==> src/rtl/lsl_pkg.sv <==
package lsl_pkg;

  typedef enum logic {
    DIR_WRITE = 1'b0,
    DIR_READ  = 1'b1
  } lane_dir_e;

  // Whole-word pipeline steps contained in a bit-time delay.
  function automatic int unsigned ui_word_steps(input int unsigned ui,
                                                input int unsigned word_w);
    return ui / word_w;
  endfunction

  // Residual bit shift after the whole-word steps are removed.
  function automatic int unsigned ui_bit_shift(input int unsigned ui,
                                               input int unsigned word_w);
    return ui % word_w;
  endfunction

endpackage

==> src/rtl/lsl_cfg_bank.sv <==
module lsl_cfg_bank #(
  parameter int UI_W = 6,
  parameter int PH_W = 7
) (
  input  logic            clk,
  input  logic            rst_n,
  input  logic            load,
  input  logic [UI_W-1:0] in_wr_ui,
  input  logic [PH_W-1:0] in_wr_ph,
  input  logic [UI_W-1:0] in_rd_ui,
  input  logic [PH_W-1:0] in_rd_ph,
  output logic [UI_W-1:0] wr_ui,
  output logic [PH_W-1:0] wr_ph,
  output logic [UI_W-1:0] rd_ui,
  output logic [PH_W-1:0] rd_ph
);

  always_ff @(posedge clk or negedge rst_n) begin
    if (!rst_n) begin
      wr_ui <= '0;
      wr_ph <= '0;
      rd_ui <= '0;
      rd_ph <= '0;
    end else if (load) begin
      wr_ui <= in_wr_ui;
      wr_ph <= in_wr_ph;
      rd_ui <= in_rd_ui;
      rd_ph <= in_rd_ph;
    end
  end


  bank_hold_chk: assert property (@(posedge clk) disable iff (!rst_n)
    !load |=> ($stable(wr_ui) && $stable(wr_ph) && $stable(rd_ui) && $stable(rd_ph)));

endmodule

==> src/rtl/lsl_dir_select.sv <==
module lsl_dir_select
  import lsl_pkg::*;
#(
  parameter int UI_W = 6,
  parameter int PH_W = 7
) (
  input  logic            clk,
  input  logic            rst_n,
  input  logic            idle,
  input  lane_dir_e       dir,
  input  logic [UI_W-1:0] wr_ui,
  input  logic [PH_W-1:0] wr_ph,
  input  logic [UI_W-1:0] rd_ui,
  input  logic [PH_W-1:0] rd_ph,
  output logic [PH_W-1:0] code_q,
  output logic [UI_W-1:0] ui_q
);

  logic            swap_ok;
  logic [PH_W-1:0] code_pick;
  logic [UI_W-1:0] ui_pick;

  assign swap_ok = idle;

  always_comb begin
    if (dir == DIR_READ) begin
      code_pick = rd_ph;
      ui_pick   = rd_ui;
    end else begin
      code_pick = wr_ph;
      ui_pick   = wr_ui;
    end
  end

  always_ff @(posedge clk or negedge rst_n) begin
    if (!rst_n) begin
      code_q <= '0;
      ui_q   <= '0;
    end else if (swap_ok) begin
      code_q <= code_pick;
      ui_q   <= ui_pick;
    end
  end


  rst_clear_chk: assert property (@(posedge clk)
    !rst_n |=> (code_q == '0 && ui_q == '0));


  busy_hold_chk: assert property (@(posedge clk) disable iff (!rst_n)
    !idle |=> ($stable(code_q) && $stable(ui_q)));


  turn_pick_chk: assert property (@(posedge clk) disable iff (!rst_n)
    idle |=> (code_q == (($past(dir) == DIR_READ) ? $past(rd_ph) : $past(wr_ph))
              && ui_q == (($past(dir) == DIR_READ) ? $past(rd_ui) : $past(wr_ui))));

endmodule

==> src/rtl/lsl_level_line.sv <==
module lsl_level_line
  import lsl_pkg::*;
#(
  parameter int WORD_W = 8,
  parameter int UI_W   = 6
) (
  input  logic              clk,
  input  logic              rst_n,
  input  logic [UI_W-1:0]   ui,
  input  logic [WORD_W-1:0] din,
  output logic [WORD_W-1:0] dout
);

  localparam int STAGES = (2 ** UI_W) / WORD_W;

  logic [WORD_W-1:0]   pipe [1:STAGES];
  logic [WORD_W-1:0]   taps [0:STAGES];
  logic [2*WORD_W-1:0] pair;
  int unsigned         step_n;
  int unsigned         shift_n;

  assign taps[0] = din;

  genvar g;
  generate
    for (g = 1; g <= STAGES; g++) begin : g_stage
      always_ff @(posedge clk or negedge rst_n) begin
        if (!rst_n) pipe[g] <= '0;
        else        pipe[g] <= taps[g-1];
      end
      assign taps[g] = pipe[g];
    end
  endgenerate

  always_comb begin
    step_n  = ui_word_steps(32'(ui), WORD_W);
    shift_n = ui_bit_shift(32'(ui), WORD_W);
    pair    = {taps[step_n], taps[step_n + 1]};
  end

  always_ff @(posedge clk or negedge rst_n) begin
    if (!rst_n) dout <= '0;
    else        dout <= pair[WORD_W - shift_n +: WORD_W];
  end


  zero_pass_chk: assert property (@(posedge clk) disable iff (!rst_n)
    (ui == '0) |=> (dout == $past(din)));

endmodule

==> src/rtl/lane_skew_leveler.sv <==
module lane_skew_leveler
  import lsl_pkg::*;
#(
  parameter int WORD_W = 8,
  parameter int UI_W   = 6,
  parameter int PH_W   = 7
) (
  input  logic              clk,
  input  logic              rst_n,
  input  logic              cfg_load,
  input  logic [UI_W-1:0]   cfg_wr_ui,
  input  logic [PH_W-1:0]   cfg_wr_phase,
  input  logic [UI_W-1:0]   cfg_rd_ui,
  input  logic [PH_W-1:0]   cfg_rd_phase,
  input  logic              dir_rd,
  input  logic              lane_idle,
  input  logic [WORD_W-1:0] din,
  output logic [PH_W-1:0]   mix_code,
  output logic [UI_W-1:0]   act_ui,
  output logic [WORD_W-1:0] dout
);

  logic [UI_W-1:0] bank_wr_ui, bank_rd_ui;
  logic [PH_W-1:0] bank_wr_ph, bank_rd_ph;
  lane_dir_e       dir_sel;

  assign dir_sel = dir_rd ? DIR_READ : DIR_WRITE;

  lsl_cfg_bank #(.UI_W(UI_W), .PH_W(PH_W)) u_bank (
    .clk      (clk),
    .rst_n    (rst_n),
    .load     (cfg_load),
    .in_wr_ui (cfg_wr_ui),
    .in_wr_ph (cfg_wr_phase),
    .in_rd_ui (cfg_rd_ui),
    .in_rd_ph (cfg_rd_phase),
    .wr_ui    (bank_wr_ui),
    .wr_ph    (bank_wr_ph),
    .rd_ui    (bank_rd_ui),
    .rd_ph    (bank_rd_ph)
  );

  lsl_dir_select #(.UI_W(UI_W), .PH_W(PH_W)) u_sel (
    .clk    (clk),
    .rst_n  (rst_n),
    .idle   (lane_idle),
    .dir    (dir_sel),
    .wr_ui  (bank_wr_ui),
    .wr_ph  (bank_wr_ph),
    .rd_ui  (bank_rd_ui),
    .rd_ph  (bank_rd_ph),
    .code_q (mix_code),
    .ui_q   (act_ui)
  );

  lsl_level_line #(.WORD_W(WORD_W), .UI_W(UI_W)) u_line (
    .clk   (clk),
    .rst_n (rst_n),
    .ui    (act_ui),
    .din   (din),
    .dout  (dout)
  );

endmodule

==> config.mk <==
export PLATFORM = sky130hd
export DESIGN_NAME = lane_skew_leveler
export DESIGN_NICKNAME = d
export VERILOG_FILES = /design/src/rtl/lsl_pkg.sv /design/src/rtl/lsl_cfg_bank.sv /design/src/rtl/lsl_dir_select.sv /design/src/rtl/lsl_level_line.sv /design/src/rtl/lane_skew_leveler.sv
export SDC_FILE = /design/constraint.sdc
export NUM_CORES = 1
export LEC_CHECK = 0
export BUFFER_PORTS_ARGS = -buffer_cell sky130_fd_sc_hd__buf_4
export CAP_MARGIN = 10
export CELL_PAD_IN_SITES_DETAIL_PLACEMENT = 2
export CELL_PAD_IN_SITES_GLOBAL_PLACEMENT = 2
export CORE_ASPECT_RATIO = 1.75
export CORE_MARGIN = 4
export CORE_UTILIZATION = 37
export DETAILED_ROUTE_END_ITERATION = 10
export HOLD_SLACK_MARGIN = 0.1
export PLACE_DENSITY_LB_ADDON = 0.1
export SETUP_SLACK_MARGIN = 0.05
export SLEW_MARGIN = 5
export SYNTH_ARGS = -nofsm -noshare
export SYNTH_HDL_FRONTEND = slang
export SYNTH_SLANG_ARGS = --single-unit
==> constraint.sdc <==
create_clock -name clk -period 2.6 [get_ports clk]
set_input_delay 0.39 -clock clk [delete_from_list [all_inputs] [get_ports clk]]
set_output_delay 0.39 -clock clk [all_outputs]
set_load 0.01 [all_outputs]
Yosys cells after proc, flatten, opt, wreduce, memory -nomap -nowiden --
Index checks and enable logic that the tools add are counted.
Storage, ports and cells: bits in registers 111, output and inout bits 21
Cells by class: $add $sub $neg 2, order comparisons 2, shifts and indexed selects 1, muxes and demuxes 9, bitwise logic cells 2
Operators by type and width (count):
- 33-bit by 5-bit >= comparator with 1-bit output, second input constant | 2
- 8-bit binary-select mux with 4-bit select | 2
- 3-bit NOT with 33-bit output | 1
- 32-bit NOT with 33-bit output | 1
- 16-bit by 33-bit variable part select with 8-bit output | 1
- 8-bit two-way mux | 4
- 7-bit two-way mux | 1
- 6-bit two-way mux | 1
- 4-bit by 3-bit subtractor with 5-bit output, first input constant | 1
- 3-bit by 1-bit adder with 4-bit output, second input constant | 1
- 1-bit two-way mux | 1

Depth between registers and ports, before layout --
Gate-level depths: netlist of the first run.
depth after elaboration 6, gate-level depth with buffers 10

Modules after synthesis --
A second synthesis of the first run with hierarchy kept.
Unflattened totals: cells, all modules 381, area, all modules 5340.1 um2
Modules (own cells, without submodules):
- lsl_level_line | instances 1, cells each 269, area each 3654.8 um2, seq. area each 1801.7 um2
- lsl_cfg_bank | instances 1, cells each 55, area each 1069.8 um2, seq. area each 650.6 um2
- lsl_dir_select | instances 1, cells each 57, area each 615.6 um2, seq. area each 325.3 um2

Least setup slack after synthesis of the first run --
OpenSTA, ideal clock, no wires.
path kind register -> register, from reg u_sel.ui_q[0], to reg u_line.dout[4], arrival time 2.647 ns, data required time 2.469 ns, path slack -0.179 ns, stages on the path, launching flop included 11, cells stage by stage dfrtp_1 > clkbuf_1 > clkinv_1 > clkbuf_1 > ha_1 > inv_1 > clkbuf_1 > nor3_1 > a211oi_1 > a21oi_1 > or3b_1
Between the ends: word-level cells in the longest chain between the ends 2
RTL lines:
- start, declared | line lsl_dir_select.sv:16 | output logic [UI_W-1:0] ui_q
- start signal, assigned | line lsl_dir_select.sv:41 | ui_q <= ui_pick;
- 4-bit by 3-bit subtractor with 5-bit output | line lsl_level_line.sv:43 | else dout <= pair[WORD_W - shift_n +: WORD_W];
- 16-bit by 33-bit variable part select with 8-bit output | line lsl_level_line.sv:43
- end signal, assigned | line lsl_level_line.sv:43
- end, declared | line lsl_level_line.sv:11 | output logic [WORD_W-1:0] dout
Every way passes these cells. A chain may end at the register's enable or synchronous reset.

Worst setup path in the final report of the first run --
from reg u_sel.ui_q[3], to reg u_line.dout[0]
Between the ends: word-level cells in the longest chain between the ends 6, elaborated cells on any way between the ends 10, classes of those cells add/sub (1); shift (1); mux (6); bitwise (2)
RTL lines:
- 3-bit by 1-bit adder with 4-bit output | line lsl_level_line.sv:38 | pair = {taps[step_n], taps[step_n + 1]};
- 32-bit NOT with 33-bit output (not written as such) | line lsl_level_line.sv:38
- 8-bit binary-select mux with 4-bit select | line lsl_level_line.sv:38
- 8-bit two-way mux (not written as such) (2 in series) | line lsl_level_line.sv:38
- 16-bit by 33-bit variable part select with 8-bit output * | line lsl_level_line.sv:43
Mark *: on every way between the ends. The rest lies on a longest branch, timed or not. The select of a mux whose other input is x is not followed.

==> results of run 1 <==
## where the power goes
| part | leakage [nW] | internal [mW] | switching (mW) |
|---|---|---|---|
| clock network | 0.140 | 0.698 | 0.693 |
| registers | 1.29 | 1.91 | 0.124 |
| logic | 1.42 | 0.901 | 0.896 |
| total | 2.85 | 3.50 | 1.71 |
## state kept, by name (all words and copies together) (netlist names)
register,cells
u_line.dout,8
u_bank.rd_ph,7
u_line.pipe,64
u_sel.ui_q,6
u_bank.wr_ph,7
u_bank.wr_ui,6
u_bank.rd_ui,6
u_sel.code_q,7
## per-layer routing
metal | track usage | vias to the layer above
met5 | 0 | -
met4 | 0.0989 | 0
li1 | - | 1626
met3 | 0.0353 | 31
met1 | 0.204 | 1967
met2 | 0.382 | 105
## logic make-up (layout without fill, tap and decap cells)
kind of cell / count (synthesis) / in the layout / share of synthesized area
DFF: 111 / 111 / 0.532
AOI/OAI and AO/OA: 85 / 85 / 0.112
xor gates and xnor gates: 2 / 2 / 0.00336
buffers and inverters: 36 / 123 / 0.0316
and+or+nand+nor: 52 / 52 / 0.0453
adders and majority gates: 2 / 2 / 0.00479
muxes: 93 / 93 / 0.271
## metrics by stage
stage / power [mW] / setup TNS, ns / instances
2_1_floorplan: 3.01 / 0 / 381
3_3_place_gp: 3.65 / 0 / 619
3_5_place_dp: 3.70 / -0.00606 / 619
4_1_cts: 5.15 / 0 / 641
5_1_grt: 5.50 / -0.0130 / 645
6_report: 5.22 / 0 / 645
## layout make-up
cell class	count	area, sq um	share of cell area
Sequential cell	111	2780	0.428
Tap cell	177	221	0.0341
Clock inverter	5	47.5	0.00732
Clock buffer	11	243	0.0374
Inverter	6	22.5	0.00347
Timing Repair Buffer	101	832	0.128
Multi-Input combinational cell	234	2350	0.362
## worst max-delay path, cell delays in order (launching register included)
cell     delay, ns
dfrtp_2       0.45
ha_4          0.31
buf_12        0.13
mux4_2        0.51
o211a_1       0.16
a221o_1       0.30
o22a_1        0.22
a211o_1       0.26
o211a_1       0.12
## cells in the final DEF (no fill, tap or decap), types with 5 or more instances in the layout
cell       count
mux2i_1       27
clkbuf_16     10
nor3_1         6
o211a_1        5
a221oi_1       6
mux2_2        32
o22ai_1        5
mux4_1        11
mux4_2        21
a21oi_1       30
nor2_1        22
nand2_1        9
o21ai_0        5
buf_4         94
a221oi_2       6
dfrtp_1      108
## worst max-delay path by stage
stage                  start             end  depth (start not counted)
2_1_floorplan  u_sel.ui_q[4]  u_line.dout[0]                          9
3_3_place_gp   u_sel.ui_q[4]  u_line.dout[4]                          8
3_5_place_dp   u_sel.ui_q[4]  u_line.dout[0]                          8
4_1_cts        u_sel.ui_q[3]  u_line.dout[0]                          8
5_1_grt        u_sel.ui_q[4]  u_line.dout[0]                          8
6_report       u_sel.ui_q[3]  u_line.dout[0]                          8
## timing repair
item,4_1_cts,5_1_grt
endpoints found under the setup margin,3,7
endpoints found under the hold margin,38,0
setup buffers,5,3
pin swaps,0,6
cloned,0,1
gates resized for setup,8,11
hold buffers,1,0
==> results.cfg, run 1 <==
[min_path]
hold_path_end = u_line.pipe[59]
hold_depth = 1
worstHoldPathType = in2reg
hold_start = din[3]

[global_route]
antenna_found_initial = 0
grt_remaining_overflow = 0
grt_max_degree = 74
grt_usage = 0.199
grt_pass1_wl_microns = 24300
grt_pass1_vias = 4316

[floorplan]
row_count = 57
die_area_sq_um = 16200
core_sq_um = 13800
initial_core_util = 0.377
die_w_microns = 97.8
io-pin-count = 60
die_y_microns = 165

[drt]
route.met2.wl_microns = 8770
vias_per_cell = 5.78
dr_wl_met3_microns = 486
wl_met1_microns = 5620
routed_wire_length_per_instance_microns = 24.1
drtIter0Drc = 97
antenna_left = 0
top_layer = met4
vias = 3729
first_pass_iters = 4
drc = 0
wirelength_microns = 15500

[setup_path]
r2r_start = u_sel.ui_q[3]
required_ns = 2.85
cp_max_fo = 6
r2r_cells = 8
start_kind = flop
cp.arrival_ns = 2.81
ff2ff_setup_slack_ns = 0.04
reg2reg_to = u_line.dout[0]
endpoint_kind = flop
path_class = reg2reg

[clock_network]
clock_path_buffers = 2
clkLatencyLatePin_ns = 0.36
cts_root_buf = clkbuf_16
cts_sinks = 111
clkTransAtPathRegs_ns = 0.08
h-tree-depth = 3
cts_buffers = 9
cts_tree = yes

[timing]
fin_skew_ns = 0.0112
maxSlewHeadroom = 0.637
worst_slew_pin_slew_ns = 0.544
layout_min_cycle_time_ns = 2.56
finalHoldViolCount = 0
fmax_ghz = 0.391
rsz0062_at_grt = yes
finalSetupViolCount = 0
hold_ws_ns = 0.155
maxSlewViolCount = 0
timing.final.crit_share = 0.984
fin_ws_ns = 0.0428

[yosys]
synth_top_area_cell = dfrtp_1
async_reset_ff_frac = 1.00
yosys_warnings = 0
synth.yosys.seq_area_share = 0.532
synthesis.area_sq_um = 5220
synthCells = 381
synth_most_common_cell = dfrtp_1
synth_common_cells = dfrtp_1 (111), mux2_2 (32), a21oi_1 (30)
synth-edff-count = 0
ys.flop_type = dfrtp_1
synth_nets = 422
yosysUniqueCellTypes = 46
yosysTopAreaCellShare = 0.532
ys_seq_elements = 111
synth.area.top_cells = dfrtp_1 (53%), mux4_2 (9.1%), mux2_2 (6.9%)
avgSynthCellArea_sq_um = 13.7

[cells_and_area]
final_cell_area_sq_um = 6500
nets = 504
fillers = 1381
utilization = 0.470
drive_gt1_frac = 0.395
diodes = 0
syn_to_final_growth_pct = 24.4

[place]
port_buffers = 59
globalplace.congestion = 0.852
placed_area_sq_um = 6010
pre_cts_slack_ns = -0.00606
hpwlAfterDp_microns = 11400

[outcome]
status = completed

[pwr]
power.density_nw_per_um2 = 803
vdd_drop_max_uv = 347
p_leak_nw = 2.85

[run]
max_cap_violations = 0
(Power assumes the default switching activity.)
==> run 2: changes to the inputs <==
- SYNTH_HIERARCHICAL: unset -> 1
==> run 2 against run 1 <==
  * Core utilization down 1.0 points
  * Hold slack worse by 0.098 ns
  * Die area up 2.1%
==> results.cfg, run 2 <==
[outcome]
status = completed

[cells_and_area]
drive_gt1_frac = 0.381
final_common_cell = dfrtp_1
diodes = 0
fillers = 1372
syn_to_final_growth_pct = 20.9
nets = 500
utilization = 0.459
final_cell_mix = dfrtp_1 (109), buf_4 (87), mux2i_1 (25), a21oi_1 (25), nand2_1 (22)
regMostFlops = u_line/pipe
final_cell_area_sq_um = 6450
reg.largest.list = u_line/pipe: 64 flops, u_line/dout: 8 flops
largest_reg_flops = 64

[floorplan]
core_sq_um = 14000
die_y_microns = 167
row_count = 57
die_w_microns = 98.8
die_area_sq_um = 16500
io-pin-count = 60
initial_core_util = 0.380

[clock_network]
h-tree-depth = 3
cts_buffers = 9
cts_tree = yes
clock_path_buffers = 2
cts_sinks = 111
postCtsHoldBufs = 0
cts_root_buf = clkbuf_16
clkTransAtPathRegs_ns = 0.08
clkLatencyLatePin_ns = 0.35

[place]
globalplace.congestion = 0.848
port_buffers = 59
pre_cts_slack_ns = -0.0387
placed_area_sq_um = 6040
hpwlAfterDp_microns = 10800

[timing]
fmax_ghz = 0.399
fin_ws_ns = 0.0907
maxSlewHeadroom = 0.562
finalHoldViolCount = 0
worst_slew_pin_slew_ns = 0.656
fin_skew_ns = 0.0106
finalSetupViolCount = 0
maxSlewViolCount = 0
rsz0062_at_grt = yes
timing.final.crit_share = 0.965
fin_tns_setup_ns = 0
layout_min_cycle_time_ns = 2.51

[setup_path]
slowest_stage = mux4_2
required_ns = 2.84
cpPeakStageDelay_ns = 0.53
r2r_start = u_sel/ui_q[3]
r2r_cells = 7
cp.arrival_ns = 2.74
critical_path.top_delay_family = simple AND/OR/NAND/NOR gates
start_kind = flop
ff2ff_setup_slack_ns = 0.09
path_class = reg2reg
reg2reg_to = u_line/dout[1]
crit_buf_inv = 0
cp_max_fo = 4
endpoint_kind = flop
worstPathCellList = ha_4 -> mux4_2 -> and2b_1 -> or4_4 -> o21ai_2 -> mux2i_1 -> o221a_1

[yosys]
yosys_warnings = 6
ys_seq_elements = 111
synth_top_area_cell = dfrtp_1
synth_common_cells = dfrtp_1 (111), a21oi_1 (27), mux2i_1 (25)
synth_most_common_cell = dfrtp_1
synth.area.top_cells = dfrtp_1 (52%), mux4_2 (8.0%), mux4_1 (6.4%)
ys.flop_type = dfrtp_1
synthCells = 381
synth-edff-count = 0
synthesis.area_sq_um = 5340
yosysTopAreaCellShare = 0.520
avgSynthCellArea_sq_um = 14.0
synth_nets = 422
async_reset_ff_frac = 1.00
yosysUniqueCellTypes = 58
synth.yosys.seq_area_share = 0.520

[min_path]
worstHoldPathType = in2async

[drt]
routed_wire_length_per_instance_microns = 23.1
vias_per_cell = 5.61
antenna_left = 0
wirelength_microns = 14800
drtIter0Drc = 170
vias = 3594
drc = 0
first_pass_iters = 4

[global_route]
grt_pass1_vias = 4209
grt_remaining_overflow = 0
grt_usage = 0.188
grt_max_degree = 112
antenna_found_initial = 0
grt_pass1_wl_microns = 23800

[run]
max_cap_violations = 0

[pwr]
p_leak_nw = 2.88
vdd_drop_max_uv = 335
power.density_nw_per_um2 = 791
[run 2: cell count changes after synthesis, moves of 5 or more]
cell      delta
buf_2        -5
mux2_4      +21
a221oi_1     -9
mux2_2      -24
clkbuf_1     -7
o211a_1      -5
nand2_1     +13
[run 2: cell type report]
class                   count  area, sq um  area share
clock buffers              10          239      0.0370
clock inverters             6         52.6     0.00814
inverters                   5         18.8     0.00291
multi-input cells         239         2400       0.373
flip-flops and latches    111         2780       0.431
well taps                 177          221      0.0343
repair buffers             93          737       0.114
[run 2: report_power, final]
group          total, mW  internal (mW)  switching, mW
Combinational       1.72          0.852          0.870
Sequential          2.02           1.91          0.110
Clock               1.37          0.693          0.675
Total               5.11           3.45           1.66
[run 2: routing by layer]
metal	routed length [microns]	vias up	track usage
met5	0	-	0
met4	560	0	0.0820
met3	495	28	0.0331
met2	8380	79	0.348
met1	5360	1893	0.204
li1	-	1594	-
[run 2: through the flow]
stage | hold slack, ns | power (mW) | std cells
after global routing | 0.132 | 5.43 | 641
final | 0.0579 | 5.11 | 641
after detailed placement | 0.378 | 3.69 | 624
after global placement | 0.365 | 3.64 | 624
after CTS | 0.140 | 5.12 | 640
after floorplan | 0.0944 | 3.01 | 381
[run 2: repair_timing]
item | 4_1_cts | 5_1_grt
hold endpoints to repair | 0 | 0
setup buffers | 0 | 1
cloned | 0 | 0
endpoints found under the setup margin | 4 | 8
gates resized for setup | 6 | 21
pin swaps | 0 | 8
[run 2: worst reg2reg max path: stages (launching register included)]
cell and delay (ns):
dfrtp_2 0.45, ha_4 0.33, mux4_2 0.53, and2b_1 0.20, or4_4 0.49, o21ai_2 0.08, mux2i_1 0.09, o221a_1 0.24
[run 2: logic make-up (layout without fill, tap and decap cells)]
logic type | Yosys count | count (layout) | share of synthesized area
muxes | 86 | 86 | 0.267
DFF | 111 | 111 | 0.520
AOI/OAI and AO/OA | 74 | 74 | 0.0918
and+or+nand+nor | 76 | 76 | 0.0696
adders and majority gates | 2 | 2 | 0.00469
xor gates and xnor gates | 1 | 1 | 0.00164
buffers and inverters | 31 | 114 | 0.0452
[run 2: worst max path at each step]
| stage | start | end | slack [ns] | cells after the start |
|---|---|---|---|---|
| 2_1_floorplan | u_sel/ui_q[4] | u_line/dout[1] | 0.07 | 8 |
| 3_3_place_gp | u_sel/ui_q[3] | u_line/dout[7] | 0.03 | 8 |
| 3_5_place_dp | u_sel/ui_q[3] | u_line/dout[0] | -0.04 | 9 |
| 4_1_cts | u_sel/ui_q[3] | u_line/dout[7] | 0.02 | 9 |
| 5_1_grt | u_sel/ui_q[3] | u_line/dout[0] | 0.02 | 9 |
| 6_report | u_sel/ui_q[3] | u_line/dout[1] | 0.09 | 7 |
==> run 3: changes to the inputs <==
- MAX_ROUTING_LAYER: unset -> met4
- PLACE_DENSITY: unset -> 0.79
- PLACE_DENSITY_LB_ADDON: 0.1 -> unset
==> run 3 against run 2 <==
  * Combinational power about the same
  * Global-route usage up 0.91 points
  * Routed wire length up 8.8%
  * Power up 1.3%
  * Via count up 3.8%
  * Sequential share of layout area down 0.31 points
  * First-iteration DRC count up 7.6%
  * Clock power about the same
  * Worst setup slack worse by 0.021 ns
  * Hold slack better by 0.10 ns
  * Clock skew down 0.0031 ns
  * Critical path depth unchanged
  * Highest routed layer unchanged
==> results.cfg, run 3 (synthesis gave the netlist of run 2 again) <==
[clock_network]
cts_sinks = 111
cts_buffers = 9
h-tree-depth = 3
clock_path_buffers = 2
clkLatencyLatePin_ns = 0.35
cts_root_buf = clkbuf_16
clkTransAtPathRegs_ns = 0.08
cts_tree = yes

[floorplan]
die_y_microns = 167
core_sq_um = 14000
die_area_sq_um = 16500
initial_core_util = 0.380
io-pin-count = 60
row_count = 57
die_w_microns = 98.8

[drt]
antenna_left = 0
drc = 0
first_pass_iters = 4
wirelength_microns = 16100
vias = 3730
routed_wire_length_per_instance_microns = 25.0
drtIter0Drc = 183
vias_per_cell = 5.79

[timing]
maxSlewViolCount = 0
maxSlewHeadroom = 0.526
layout_min_cycle_time_ns = 2.53
finalHoldViolCount = 0
rsz0062_at_grt = yes
fmax_ghz = 0.395
fin_tns_setup_ns = 0
finalSetupViolCount = 0
timing.final.crit_share = 0.973
fin_skew_ns = 0.00748
worst_slew_pin_slew_ns = 0.706

[pwr]
switching_share = 0.333
p_total_mw = 5.17
power.density_nw_per_um2 = 796
vdd_drop_max_uv = 399
p_comb_frac = 0.338
power_frac_seq = 0.392
p_leak_nw = 2.90
power_switching_mw = 1.72
clockPowerShare = 0.269
internal_power_mw = 3.45

[cells_and_area]
syn_to_final_growth_pct = 21.7
utilization = 0.463
regArea_sq_um = 2780
diodes = 0
stdcell_count = 644
nets = 503
fillers = 1343
largest_reg_flops = 64
multi_input_area_sq_um = 2390
final_cell_mix = dfrtp_1 (109), buf_4 (86), a21oi_1 (26), mux2i_1 (24)
drive_gt1_frac = 0.388
final_common_cell = dfrtp_1
regMostFlops = u_line/pipe
final_cell_area_sq_um = 6500
reg.largest.list = u_line/pipe: 64 flops, u_line/dout: 8 flops

[global_route]
antenna_found_initial = 0
grt_max_degree = 44
grt_usage = 0.197
grt_pass1_wl_microns = 24400
grt_pass1_vias = 4364
grt_remaining_overflow = 0

[outcome]
status = completed

[setup_path]
cp_max_fo = 4
critical_path.top_delay_family = simple AND/OR/NAND/NOR gates
crit_buf_inv = 0
cp.arrival_ns = 2.77
required_ns = 2.84
path_class = reg2reg
endpoint_kind = flop
start_kind = flop
slowest_stage = mux4_2
worstPathCellList = ha_4 -> mux4_2 -> and2b_1 -> or4_4 -> o21ai_2 -> mux2i_1 -> o221a_1
cpPeakStageDelay_ns = 0.55

[place]
placed_area_sq_um = 6010
place_inst = 618
port_buffers = 59
hpwlAfterDp_microns = 11200
globalplace.congestion = 0.823

[min_path]
worstHoldPathType = in2reg

[run]
max_cap_violations = 0
## run 3: cell count changes in the layout (fill, tap and decap cells not counted), moves of 2 or more
cell      delta
a211oi_2     +2
inv_6        +2
buf_12       +4
buf_8        -2
## run 3: layout make-up
type | instances | share of cell area
flip-flops and latches | 111 | 0.428
repair buffers | 96 | 0.122
well taps | 177 | 0.0341
clock inverters | 6 | 0.00962
inverters | 5 | 0.00289
multi-input cells | 239 | 0.368
clock buffers | 10 | 0.0352
## run 3: through the flow
stage / worst slack, ns / hold slack [ns]
floorplan: 0.0673 / 0.0944
finish: 0.0693 / 0.162
global placement: 0.0371 / 0.330
detailed placement: -0.0754 / 0.343
global route: -0.0121 / 0.142
CTS: 0.0584 / 0.143
## run 3: final timing paths
| kind | endpoint | from | cells after the start | slack, ns |
|---|---|---|---|---|
| worst max-delay path | u_line/dout[1] | u_sel/ui_q[4] | 7 | 0.07 |
| worst min-delay path | u_line/pipe[57] | din[1] | 1 | 0.16 |
| worst max register to register | u_line/dout[1] | u_sel/ui_q[4] | 7 | 0.07 |
| worst min register to register | u_line/pipe[1] | u_line/pipe[9] | 0 | 0.40 |
| max in group asynchronous | u_sel/ui_q[1] | rst_n | 3 | 1.46 |
| min in group asynchronous | u_line/pipe[30] | rst_n | 2 | 0.50 |
## run 3: routing by layer
metal	global-route usage	part of all wire	up-vias
met4	0.0904	0.047	0
met5	-	0	-
met3	0.0297	0.036	52
li1	-	-	1606
met1	0.211	0.36	1940
met2	0.351	0.56	132
## run 3: power by group through the flow
stage	combinational (mW)	sequential, mW	clock (mW)
after floorplan	0.946	2.06	0
after global placement	1.50	2.04	0
after detailed placement	1.57	2.06	0
after CTS	1.64	2.03	1.42
after global routing	1.88	2.06	1.50
final	1.75	2.03	1.39
## run 3: what timing repair did
item	in CTS	in global routing
hold buffers	1	0
endpoints found under the hold margin	23	0
setup buffers	0	8
cloned	0	1
pin swaps	1	8
endpoints found under the setup margin	8	8
gates resized for setup	12	19
